### src/rtl/hebb_pkg.sv
package hebb_pkg;

   typedef enum logic {ST_IDLE, ST_RUN} seq_state_e;

   function automatic int pair_total(input int n);
      return (n * (n - 1)) / 2;
   endfunction

   function automatic int clamp_int(input int v, input int lo, input int hi);
      if (v > hi) return hi;
      if (v < lo) return lo;
      return v;
   endfunction

endpackage

### src/rtl/hebb_pair_seq.sv
module hebb_pair_seq
   import hebb_pkg::*;
#(
   parameter int N     = 8,
   parameter int IDX_W = 3,
   parameter int PW    = 5
) (
   input  logic             clk,
   input  logic             rst_n,
   input  logic             learn_i,
   input  logic             clear_i,
   output logic             start_o,
   output logic             clr_o,
   output logic             busy_o,
   output logic             done_o,
   output logic [IDX_W-1:0] row_o,
   output logic [IDX_W-1:0] col_o,
   output logic [PW-1:0]    pair_o
);

   seq_state_e       state_q;
   logic [IDX_W-1:0] row_q, col_q;
   logic [PW-1:0]    pair_q;
   logic             done_q;
   logic             last_pair;

   assign last_pair = (row_q == IDX_W'(N - 2)) && (col_q == IDX_W'(N - 1));
   assign start_o   = learn_i && !clear_i && (state_q == ST_IDLE);
   assign clr_o     = clear_i && (state_q == ST_IDLE);

   always_ff @(posedge clk or negedge rst_n) begin
      if (!rst_n) begin
         state_q <= ST_IDLE;
         row_q   <= '0;
         col_q   <= '0;
         pair_q  <= '0;
         done_q  <= 1'b0;
      end else begin
         done_q <= 1'b0;
         case (state_q)
            ST_IDLE: begin
               if (start_o) begin
                  state_q <= ST_RUN;
                  row_q   <= '0;
                  col_q   <= IDX_W'(1);
                  pair_q  <= '0;
               end
            end
            ST_RUN: begin
               if (last_pair) begin
                  state_q <= ST_IDLE;
                  done_q  <= 1'b1;
               end else begin
                  pair_q <= pair_q + 1'b1;
                  if (col_q == IDX_W'(N - 1)) begin
                     row_q <= row_q + 1'b1;
                     col_q <= row_q + IDX_W'(2);
                  end else begin
                     col_q <= col_q + 1'b1;
                  end
               end
            end
            default: state_q <= ST_IDLE;
         endcase
      end
   end

   assign busy_o = (state_q == ST_RUN);
   assign done_o = done_q;
   assign row_o  = row_q;
   assign col_o  = col_q;
   assign pair_o = pair_q;

   // done is a single pulse following the last busy cycle
   a_r6_done_pulse: assert property (@(posedge clk) disable iff (!rst_n)
      done_q |-> (state_q == ST_IDLE) && $past(state_q == ST_RUN));

   // one pair per cycle in upper-triangle order
   a_r6_pair_step: assert property (@(posedge clk) disable iff (!rst_n)
      (state_q == ST_RUN && !last_pair) |=> (pair_q == PW'($past(pair_q) + 1'b1)));

   a_r6_upper_only: assert property (@(posedge clk) disable iff (!rst_n)
      (state_q == ST_RUN) |-> (row_q < col_q));

   // an update in progress cannot be restarted or cut short
   a_r7_no_restart: assert property (@(posedge clk) disable iff (!rst_n)
      (state_q == ST_RUN && !last_pair) |=> (state_q == ST_RUN) && (pair_q != '0));

endmodule

### src/rtl/hebb_acc_bank.sv
module hebb_acc_bank
   import hebb_pkg::*;
#(
   parameter int P     = 28,
   parameter int PW    = 5,
   parameter int ACC_W = 8,
   parameter int W     = 4
) (
   input  logic                clk,
   input  logic                rst_n,
   input  logic                clr_i,
   input  logic                en_i,
   input  logic [PW-1:0]       pair_i,
   input  logic                bit_a_i,
   input  logic                bit_b_i,
   output logic signed [W-1:0] w_nxt_o
);

   localparam int AMAX = (2 ** (ACC_W - 1)) - 1;
   localparam int AMIN = -(2 ** (ACC_W - 1));
   localparam int WMAX = (2 ** (W - 1)) - 1;
   localparam int WMIN = -(2 ** (W - 1));

   logic signed [ACC_W-1:0] acc_q [P];
   logic signed [ACC_W-1:0] acc_nxt;

   always_comb begin
      int cur;
      int nxt;
      cur = 0;
      if (int'(pair_i) < P) cur = int'(acc_q[pair_i]);
      nxt     = clamp_int(cur + ((bit_a_i == bit_b_i) ? 1 : -1), AMIN, AMAX);
      acc_nxt = ACC_W'(nxt);
      w_nxt_o = W'(clamp_int(nxt, WMIN, WMAX));
   end

   always_ff @(posedge clk or negedge rst_n) begin
      if (!rst_n) begin
         for (int p = 0; p < P; p++) acc_q[p] <= '0;
      end else if (clr_i) begin
         for (int p = 0; p < P; p++) acc_q[p] <= '0;
      end else if (en_i && (int'(pair_i) < P)) begin
         acc_q[pair_i] <= acc_nxt;
      end
   end

   for (genvar p = 0; p < P; p++) begin : g_acc_chk
      // outside a clear an accumulator moves by at most one step, so it never wraps
      a_r5_acc_step: assert property (@(posedge clk) disable iff (!rst_n)
         !$past(clr_i) |->
            ((int'(acc_q[p]) - int'($past(acc_q[p]))) <= 1) &&
            ((int'(acc_q[p]) - int'($past(acc_q[p]))) >= -1));
   end

endmodule

### src/rtl/hebb_weight_mat.sv
module hebb_weight_mat #(
   parameter int N     = 8,
   parameter int IDX_W = 3,
   parameter int W     = 4
) (
   input  logic                clk,
   input  logic                rst_n,
   input  logic                clr_i,
   input  logic                wr_en_i,
   input  logic [IDX_W-1:0]    wr_row_i,
   input  logic [IDX_W-1:0]    wr_col_i,
   input  logic signed [W-1:0] wr_w_i,
   input  logic [IDX_W-1:0]    rd_row_i,
   input  logic [IDX_W-1:0]    rd_col_i,
   output logic signed [W-1:0] rd_w_o
);

   logic signed [W-1:0] mat_q [N][N];

   always_ff @(posedge clk or negedge rst_n) begin
      if (!rst_n) begin
         for (int r = 0; r < N; r++)
            for (int c = 0; c < N; c++) mat_q[r][c] <= '0;
      end else if (clr_i) begin
         for (int r = 0; r < N; r++)
            for (int c = 0; c < N; c++) mat_q[r][c] <= '0;
      end else if (wr_en_i && (wr_row_i != wr_col_i) &&
                   (int'(wr_row_i) < N) && (int'(wr_col_i) < N)) begin
         mat_q[wr_row_i][wr_col_i] <= wr_w_i;
         mat_q[wr_col_i][wr_row_i] <= wr_w_i;
      end
   end

   always_comb begin
      rd_w_o = '0;
      if ((int'(rd_row_i) < N) && (int'(rd_col_i) < N)) rd_w_o = mat_q[rd_row_i][rd_col_i];
   end

   for (genvar r = 0; r < N; r++) begin : g_row_chk
      for (genvar c = r; c < N; c++) begin : g_col_chk
         if (r == c) begin : g_diag
            a_r3_diag_zero: assert property (@(posedge clk) disable iff (!rst_n)
               mat_q[r][c] == '0);
         end else begin : g_off
            a_r3_symmetric: assert property (@(posedge clk) disable iff (!rst_n)
               mat_q[r][c] == mat_q[c][r]);
         end
      end
   end

endmodule

### src/rtl/hebb_learn_engine.sv
module hebb_learn_engine
   import hebb_pkg::*;
#(
   parameter int N     = 8,
   parameter int W     = 4,
   parameter int ACC_W = 8,
   parameter int IDX_W = (N > 2) ? $clog2(N) : 1
) (
   input  logic                clk,
   input  logic                rst_n,
   input  logic                learn_i,
   input  logic                clear_i,
   input  logic [N-1:0]        pattern_i,
   input  logic [IDX_W-1:0]    rd_row_i,
   input  logic [IDX_W-1:0]    rd_col_i,
   output logic signed [W-1:0] rd_weight_o,
   output logic                busy_o,
   output logic                osc_hold_o,
   output logic                done_o
);

   localparam int P  = pair_total(N);
   localparam int PW = (P > 1) ? $clog2(P) : 1;

   if (N < 2) begin : g_bad_n
      $error("hebb_learn_engine: N must be at least 2");
   end
   if (W < 3 || W > 5) begin : g_bad_w
      $error("hebb_learn_engine: W must be 3, 4 or 5");
   end
   if (ACC_W <= W) begin : g_bad_acc
      $error("hebb_learn_engine: ACC_W must exceed W");
   end
   if ((2 ** IDX_W) < N) begin : g_bad_idx
      $error("hebb_learn_engine: IDX_W too narrow for N");
   end

   logic                start, clr, busy;
   logic [IDX_W-1:0]    row, col;
   logic [PW-1:0]       pair;
   logic [N-1:0]        pat_q;
   logic                bit_a, bit_b;
   logic signed [W-1:0] w_nxt;

   hebb_pair_seq #(.N(N), .IDX_W(IDX_W), .PW(PW)) seq_i (
      .clk(clk), .rst_n(rst_n), .learn_i(learn_i), .clear_i(clear_i),
      .start_o(start), .clr_o(clr), .busy_o(busy), .done_o(done_o),
      .row_o(row), .col_o(col), .pair_o(pair)
   );

   always_ff @(posedge clk or negedge rst_n) begin
      if (!rst_n)     pat_q <= '0;
      else if (start) pat_q <= pattern_i;
   end

   assign bit_a = (int'(row) < N) ? pat_q[row] : 1'b0;
   assign bit_b = (int'(col) < N) ? pat_q[col] : 1'b0;

   hebb_acc_bank #(.P(P), .PW(PW), .ACC_W(ACC_W), .W(W)) acc_i (
      .clk(clk), .rst_n(rst_n), .clr_i(clr), .en_i(busy), .pair_i(pair),
      .bit_a_i(bit_a), .bit_b_i(bit_b), .w_nxt_o(w_nxt)
   );

   hebb_weight_mat #(.N(N), .IDX_W(IDX_W), .W(W)) mat_i (
      .clk(clk), .rst_n(rst_n), .clr_i(clr), .wr_en_i(busy),
      .wr_row_i(row), .wr_col_i(col), .wr_w_i(w_nxt),
      .rd_row_i(rd_row_i), .rd_col_i(rd_col_i), .rd_w_o(rd_weight_o)
   );

   assign busy_o     = busy;
   assign osc_hold_o = busy;

   // a clear is never taken during an update
   a_r8_clear_idle_only: assert property (@(posedge clk) disable iff (!rst_n)
      (busy && clear_i) |=> busy_o || done_o);

endmodule

### config.mk
export PLATFORM = sky130hd
export DESIGN_NAME = hebb_learn_engine
export DESIGN_NICKNAME = d
export VERILOG_FILES = /design/src/rtl/hebb_pkg.sv /design/src/rtl/hebb_pair_seq.sv /design/src/rtl/hebb_acc_bank.sv /design/src/rtl/hebb_weight_mat.sv /design/src/rtl/hebb_learn_engine.sv
export SDC_FILE = /design/constraint.sdc
export NUM_CORES = 1
export LEC_CHECK = 0
export ABC_CLOCK_PERIOD_IN_PS = 8800
export BUFFER_PORTS_ARGS = -buffer_cell sky130_fd_sc_hd__buf_2
export CAP_MARGIN = 30
export CORE_ASPECT_RATIO = 0.5
export CORE_MARGIN = 4
export CORE_UTILIZATION = 45
export CTS_CLUSTER_SIZE = 40
export DETAILED_ROUTE_END_ITERATION = 10
export SLEW_MARGIN = 20
export SYNTH_ARGS = -nofsm -noshare
export SYNTH_HDL_FRONTEND = slang
export SYNTH_SLANG_ARGS = --single-unit
### constraint.sdc
create_clock -name clk -period 8.8 [get_ports clk]
set_clock_uncertainty 0.1 [all_clocks]
set_input_delay 1.76 -clock clk [delete_from_list [all_inputs] [get_ports clk]]
set_output_delay 1.76 -clock clk [all_outputs]
set_load 0.02 [all_outputs]
==> flow_metrics.py, run 1 <==
metrics = {
    "outcome": {
        "status": "finished clean",
    },
    "drt": {
        "wl_per_cell_um": 23.47,
        "routed_wl_mm": 69.70,
        "first_iter_violations": 1728,
        "route.vias.total": 18480,
        "dr.max_layer_used": "met4",
        "detail_route.drc_violations": 0,
        "dr_wl_met3_mm": 4.006,
        "met1_length_mm": 32.00,
        "average_vias_per_placed_instance": 6.221,
        "antenna_violating_nets_left": 0,
        "drt_pre_antenna_iters": 5,
        "met2RoutedLength_mm": 31.97,
    },
    "logic_synthesis": {
        "synth_warnings": 0,
        "synth.avg_cell_area_um2": 10.88,
        "synth_edf_count": 0,
        "dominant_cells_by_area_after_synthesis": "sky130_fd_sc_hd__dfrtp_1 51%, sky130_fd_sc_hd__mux4_2 13%, sky130_fd_sc_hd__o21ai_0 9.2%",
        "ys_types": 76,
        "synthesis.instances": 2270,
        "synth_top_area_share_pct": 50.76,
        "synth_fp_nets": 2319,
        "synthDominantAreaCellType": "sky130_fd_sc_hd__dfrtp_1",
        "postSynth.asyncResetShare_pct": 100.0,
        "seq_area_frac_synth_pct": 50.76,
        "yosys_register_bits": 501,
        "synthFlopType": "sky130_fd_sc_hd__dfrtp_1",
        "post_synthesis_cell_area_um2": 24700,
    },
    "timing": {
        "finalHoldViolCount": 0,
        "final.hold.worst_slack_ns": 0.3742,
        "finalWorstSetupSlack_ns": 0.4815,
        "clock.fmax_mhz": 120.2,
        "setup-violations-final": 0,
        "slew_violations": 0,
        "slew_headroom_pct": 17.92,
        "final_period_minus_worst_setup_slack_ns": 8.318,
        "tns_ns": 0,
        "min_period_over_period_pct": 94.53,
        "max_slew.worst_pin.slew_ns": 1.231,
        "grt_setup_unrepaired": "no",
    },
    "cells_and_area": {
        "diodes": 0,
        "final_core_utilization_pct": 50.55,
        "area_delta_synth_final_pct": 10.48,
        "n_fill_cell": 4751,
        "final_layout_size_suffix_gt1_share_pct": 16.39,
        "design.final.nets": 2273,
    },
    "global_route": {
        "grt_use_total_pct": 23.41,
        "grt_first_pass_wirelength_mm": 110.1,
        "grt_antenna_before_repair": 0,
        "grt_start_max_net_pins": 225,
        "first_global_vias": 17960,
        "grt_overflow": 0,
    },
    "setup_path": {
        "crit_path_end_kind": "flop",
        "timing.critical_path.from_type": "flop",
        "timing.setup.critical_path_class": "flop to flop",
        "cp.required_ns": 9.12,
        "timing.critical_path.fanout_max": 56,
        "crit_arrival_ns": 8.64,
    },
    "clock_tree": {
        "tritoncts": "done",
        "numCtsBuffers": 48,
        "clk_pin_slew_ns": 0.06,
        "clock-sinks": 501,
        "worst_skew_pair.late_latency_ns": 0.58,
        "ctsHoldBuffers": 0,
        "clockBufferDepth": 3,
        "h-tree-depth": 2,
        "buffer_cell_driving_the_clock_tree_root": "sky130_fd_sc_hd__clkbuf_16",
    },
    "floorplanning": {
        "chipHeight_um": 173.7,
        "floorplan.die_area_um2": 58930,
        "die_width_um": 339.3,
        "placeable_core_region_um2": 53980,
        "std_cell_rows": 60,
        "ioPinCount": 25,
        "initial_utilization_pct": 45.76,
    },
    "min_path": {
        "hold_path.class": "flop to flop",
    },
    "placed_design": {
        "setup_slack_after_placement_ns": 0.1261,
        "port_buffers": 24,
        "hpwl_mm": 44.23,
        "routabilityCongestion": 0.8620,
    },
    "job": {
        "max_cap_viol_count": 0,
    },
}
-- kinds of logic (layout without fill, tap and decap cells) --
group	count (synthesis)	count (layout)	share of synthesized area (%)
AOI/OAI and AO/OA	661	661	15.72
xor gates and xnor gates	9	9	0.3192
adders and majority gates	31	31	1.905
buffers and inverters	223	210	3.794
DFF	501	501	50.76
muxes	182	182	14.80
and+or+nand+nor	663	663	12.71
-- per-layer routing --
layer  vias to the layer above  GRT usage (%)
met2                       609          36.14
li1                       8369              -
met5                         -              0
met1                      9395          35.19
met3                       102          3.230
met4                         0          5.964
-- Yosys cell counts (4+ instances only) --
cell	count
sky130_fd_sc_hd__clkbuf_2	12
sky130_fd_sc_hd__a22o_1	56
sky130_fd_sc_hd__nor3_1	16
sky130_fd_sc_hd__inv_1	32
sky130_fd_sc_hd__o21ai_1	35
sky130_fd_sc_hd__nand4_1	28
sky130_fd_sc_hd__clkbuf_1	123
sky130_fd_sc_hd__dfrtp_1	501
sky130_fd_sc_hd__nor2b_1	12
sky130_fd_sc_hd__nand3_1	286
sky130_fd_sc_hd__buf_2	22
sky130_fd_sc_hd__mux2_2	15
sky130_fd_sc_hd__mux4_2	145
sky130_fd_sc_hd__ha_1	20
sky130_fd_sc_hd__fa_1	11
sky130_fd_sc_hd__buf_4	5
sky130_fd_sc_hd__xor2_1	7
sky130_fd_sc_hd__o311ai_1	22
sky130_fd_sc_hd__o22ai_1	8
sky130_fd_sc_hd__nor2_1	75
sky130_fd_sc_hd__a32oi_1	12
sky130_fd_sc_hd__o31ai_1	4
sky130_fd_sc_hd__nand2_1	203
sky130_fd_sc_hd__o2111ai_1	4
sky130_fd_sc_hd__mux2i_1	22
sky130_fd_sc_hd__o211ai_1	5
sky130_fd_sc_hd__nand2b_1	10
sky130_fd_sc_hd__a21o_1	10
sky130_fd_sc_hd__o21ai_2	7
sky130_fd_sc_hd__buf_1	24
sky130_fd_sc_hd__or2_2	4
sky130_fd_sc_hd__o21ai_0	453
sky130_fd_sc_hd__a21oi_1	16
-- cells in the final DEF, fill, tap and decap left out, types with 12 or more instances in the layout --
| master | count |
|---|---|
| sky130_fd_sc_hd__nor3_1 | 13 |
| sky130_fd_sc_hd__inv_1 | 32 |
| sky130_fd_sc_hd__o21ai_0 | 452 |
| sky130_fd_sc_hd__dfrtp_1 | 499 |
| sky130_fd_sc_hd__nand2_1 | 202 |
| sky130_fd_sc_hd__mux2_2 | 15 |
| sky130_fd_sc_hd__mux2i_1 | 22 |
| sky130_fd_sc_hd__ha_1 | 20 |
| sky130_fd_sc_hd__buf_2 | 22 |
| sky130_fd_sc_hd__buf_4 | 57 |
| sky130_fd_sc_hd__o21ai_1 | 35 |
| sky130_fd_sc_hd__a22o_1 | 56 |
| sky130_fd_sc_hd__nand4_1 | 28 |
| sky130_fd_sc_hd__a32oi_1 | 12 |
| sky130_fd_sc_hd__o311ai_1 | 22 |
| sky130_fd_sc_hd__mux4_2 | 145 |
| sky130_fd_sc_hd__nand3_1 | 286 |
| sky130_fd_sc_hd__clkbuf_16 | 49 |
| sky130_fd_sc_hd__nor2_1 | 71 |
-- path summary, 6_finish.rpt --
kind	slack, ns	start	depth (start not counted)	endpoint
setup / recovery	0.48	seq_i.pair_o[3]	25	mat_i.mat_q[241]
min in group asynchronous	1.20	rst_n	1	acc_i.acc_q[131]
hold reg to reg	0.37	mat_i.mat_q[134]	2	mat_i.mat_q[134]
max in group asynchronous	5.92	rst_n	2	seq_i.pair_o[0]
hold / removal	0.37	mat_i.mat_q[134]	2	mat_i.mat_q[134]
setup reg to reg	0.48	seq_i.pair_o[3]	25	mat_i.mat_q[241]
-- metrics by stage --
stage	std cells	cell area, um^2
floorplan	2270	24700
global placement	2877	25510
detailed placement	2880	25560
CTS	2963	27150
global route	2970	27290
finish	2970	27290
-- what timing repair did --
item | 4_1_cts | 5_1_grt
gates resized for setup | 0 | 2
setup buffers | 0 | 6
setup endpoints to repair | 0 | 176
-- flip-flops by register name, indices dropped and copies added, names as in the netlist --
register and flops:
acc_i.acc_q 224, mat_i.mat_q 256, pat_q 8, seq_i.busy_o 1, seq_i.col_o 3, seq_i.done_o 1
seq_i.pair_o 5, seq_i.row_o 3
-- final cells by class --
type / count / area [um^2] / area share (%)
clock buffers: 67 / 1364 / 4.998
inverters: 33 / 123.9 / 0.4539
well taps: 713 / 892.1 / 3.269
flip-flops and latches: 501 / 12540 / 45.97
repair buffers: 94 / 839.6 / 3.077
clock inverters: 16 / 220.2 / 0.8070
multi-input cells: 1546 / 11300 / 41.42
-- worst max-delay path: stages, from the launching register on --
cell and delay [ns]:
sky130_fd_sc_hd__dfrtp_1 0.93, sky130_fd_sc_hd__buf_4 0.41, sky130_fd_sc_hd__nand2_1 0.12, sky130_fd_sc_hd__o32ai_1 0.62
sky130_fd_sc_hd__nor3_2 0.19, sky130_fd_sc_hd__nand3_1 0.17, sky130_fd_sc_hd__fa_1 0.25, sky130_fd_sc_hd__a211oi_1 0.14
sky130_fd_sc_hd__nor3_1 0.39, sky130_fd_sc_hd__o21ai_0 0.22, sky130_fd_sc_hd__o211ai_1 0.20, sky130_fd_sc_hd__inv_1 0.09
sky130_fd_sc_hd__fa_1 0.45, sky130_fd_sc_hd__or4_1 0.42, sky130_fd_sc_hd__or4_4 0.57, sky130_fd_sc_hd__a211o_1 0.28
sky130_fd_sc_hd__a21o_1 0.16, sky130_fd_sc_hd__ha_1 0.42, sky130_fd_sc_hd__nor2_1 0.11, sky130_fd_sc_hd__and2_1 0.18
sky130_fd_sc_hd__a221o_1 0.32, sky130_fd_sc_hd__a41oi_2 0.41, sky130_fd_sc_hd__a41oi_1 0.26, sky130_fd_sc_hd__nor3_2 0.17
sky130_fd_sc_hd__buf_6 0.35, sky130_fd_sc_hd__o21ai_0 0.18
Power of run 1 is not shown: default switching activity piles up to over one toggle a cycle in this logic, so the estimate is an artifact.
==> run 2: changes to the inputs <==
- ABC_CLOCK_PERIOD_IN_PS: 8800 -> 7400
- clock period: 8.8 -> 7.4 ns (I/O delays scaled with it)
==> run 2 against run 1 <==
Cell count rose by 1.7%. Wire length rose by 0.76%. Cell area rose by 3.4%. Global-route usage rose by 0.063 points. Hold slack got worse by 0.0032 ns. Non-clock buffer count rose by 46. Via count rose by 0.22%. First-iteration DRC count rose by 6.4%.
==> flow_metrics.py, run 2 (synthesis gave the netlist of run 1 again) <==
metrics = {
    "drt": {
        "dr_wl_met3_mm": 4.541,
        "drt_pre_antenna_iters": 5,
        "wl_per_cell_um": 23.25,
        "met2RoutedLength_mm": 32.35,
        "detail_route.drc_violations": 0,
        "met1_length_mm": 31.59,
        "antenna_violating_nets_left": 0,
        "first_iter_violations": 1838,
        "route.vias.total": 18520,
        "routed_wl_mm": 70.23,
        "average_vias_per_placed_instance": 6.131,
        "dr.max_layer_used": "met4",
    },
    "timing": {
        "tns_ns": 0,
        "grt_setup_unrepaired": "yes",
        "max_slew.worst_pin.slew_ns": 1.129,
        "slew_headroom_pct": 24.71,
        "min_period_over_period_pct": 98.51,
        "finalHoldViolCount": 0,
        "setup-violations-final": 0,
        "final.hold.worst_slack_ns": 0.3710,
        "slew_violations": 0,
        "clock.fmax_mhz": 137.2,
        "final_period_minus_worst_setup_slack_ns": 7.290,
    },
    "setup_path": {
        "timing.critical_path.from_type": "flop",
        "crit_buf_inv": 4,
        "timing.critical_path.max_delay_family": "compound AO/OA/AOI/OAI gates",
        "crit_arrival_ns": 7.66,
        "crit_path_end_kind": "flop",
        "worst_path_max_delay_cell": "sky130_fd_sc_hd__or4_4",
        "timing.critical_path.fanout_max": 14,
        "timing.critical_path.slowest_cell_delay_ns": 0.55,
        "timing.setup.critical_path_class": "flop to flop",
        "worst-r2r-cell-count": 26,
        "cp_num_cells": 26,
        "cp.required_ns": 7.77,
    },
    "clock_tree": {
        "tritoncts": "done",
        "clk_pin_slew_ns": 0.07,
        "worst_skew_pair.late_latency_ns": 0.58,
        "h-tree-depth": 2,
        "clockBufferDepth": 3,
        "clock-sinks": 501,
        "ctsHoldBuffers": 0,
        "buffer_cell_driving_the_clock_tree_root": "sky130_fd_sc_hd__clkbuf_16",
        "numCtsBuffers": 47,
    },
    "floorplanning": {
        "placeable_core_region_um2": 53980,
        "floorplan.die_area_um2": 58930,
        "die_width_um": 339.3,
        "ioPinCount": 25,
        "chipHeight_um": 173.7,
        "std_cell_rows": 60,
        "initial_utilization_pct": 45.76,
    },
    "job": {
        "max_cap_viol_count": 0,
    },
    "cells_and_area": {
        "regMostFlops": "mat_i.mat_q",
        "final_layout_size_suffix_gt1_share_pct": 19.77,
        "design.final.nets": 2318,
        "layout_common_cells": "499 x sky130_fd_sc_hd__dfrtp_1, 399 x sky130_fd_sc_hd__o21ai_0, 286 x sky130_fd_sc_hd__nand3_1",
        "final_common_cell": "sky130_fd_sc_hd__dfrtp_1",
        "area_delta_synth_final_pct": 14.18,
        "diodes": 0,
        "n_fill_cell": 4693,
        "reg_top3": "mat_i.mat_q: 256 flops, acc_i.acc_q: 224 flops, pat_q: 8 flops",
        "largest_register_ffs": 256,
    },
    "min_path": {
        "hold_path.class": "flop to flop",
        "holdPathStages": 2,
    },
    "placed_design": {
        "port_buffers": 24,
        "hpwl_mm": 44.83,
        "routabilityCongestion": 0.8700,
    },
    "global_route": {
        "grt_antenna_before_repair": 0,
        "grt_use_total_pct": 23.48,
        "grt_first_pass_wirelength_mm": 109.9,
        "grt_overflow": 0,
        "grt_start_max_net_pins": 225,
        "first_global_vias": 18140,
    },
    "outcome": {
        "status": "finished clean",
    },
}
run 2: changes by cell type in the layout (fill, tap and decap cells not counted), moves of 5 or more:
cell / delta
sky130_fd_sc_hd__ha_4: +6
sky130_fd_sc_hd__ha_1: -7
sky130_fd_sc_hd__o21ai_0: -53
sky130_fd_sc_hd__o21ai_1: +47
sky130_fd_sc_hd__buf_6: +5
sky130_fd_sc_hd__buf_4: +21
sky130_fd_sc_hd__clkbuf_1: -7
sky130_fd_sc_hd__clkbuf_16: +7
sky130_fd_sc_hd__o21ai_2: +6
sky130_fd_sc_hd__clkinv_2: +9
sky130_fd_sc_hd__buf_12: +11
sky130_fd_sc_hd__clkbuf_8: +6
run 2: worst paths after layout:
kind	start	endpoint	slack, ns
max in group asynchronous	rst_n	mat_i.mat_q[90]	4.87
worst max register to register	seq_i.pair_o[0]	mat_i.mat_q[52]	0.11
worst min-delay path	mat_i.mat_q[169]	mat_i.mat_q[169]	0.37
worst max-delay path	seq_i.pair_o[0]	mat_i.mat_q[52]	0.11
worst min register to register	mat_i.mat_q[169]	mat_i.mat_q[169]	0.37
min in group asynchronous	rst_n	acc_i.acc_q[141]	0.86
run 2: timing repair:
action,CTS,global route
pin swaps,0,18
gates cloned,0,10
setup buffers,0,21
endpoints found under the setup margin,43,319
resized for setup,2,116
run 2: worst min-delay path, cell delays in order, from the launching register on:
cell                      delay, ns
sky130_fd_sc_hd__dfrtp_1       0.34
sky130_fd_sc_hd__nand2_1       0.06
sky130_fd_sc_hd__o21ai_2       0.05
run 2: stage by stage:
stage          std cells  cell area [um^2]  setup slack (ns)  util, %
3_5_place_dp        2901             25890          -0.02716    47.96
2_1_floorplan       2270             24740           0.04684        -
6_report            3020             28200            0.1100    52.25
5_1_grt             3020             28200           -0.1054    52.25
4_1_cts             2988             27520          -0.02871    50.98
3_3_place_gp        2899             25850           0.09957    47.90
run 2: per-layer routing:
metal  vias up  global-route usage [%]
met3       107                   4.402
met4         0                   6.177
met5         -                       0
li1       8469                       -
met1      9346                   34.41
met2       593                   36.22
run 2: area by class of cell:
class | instances | area (um^2) | share of cell area [%]
clock buffers | 65 | 1395 | 4.947
clock inverters | 22 | 227.7 | 0.8075
inverters | 33 | 123.9 | 0.4392
multi-input cells | 1546 | 11540 | 40.94
flip-flops and latches | 501 | 12540 | 44.47
well taps | 713 | 892.1 | 3.163
repair buffers | 140 | 1476 | 5.235
Power of run 2 is left out for the same reason.
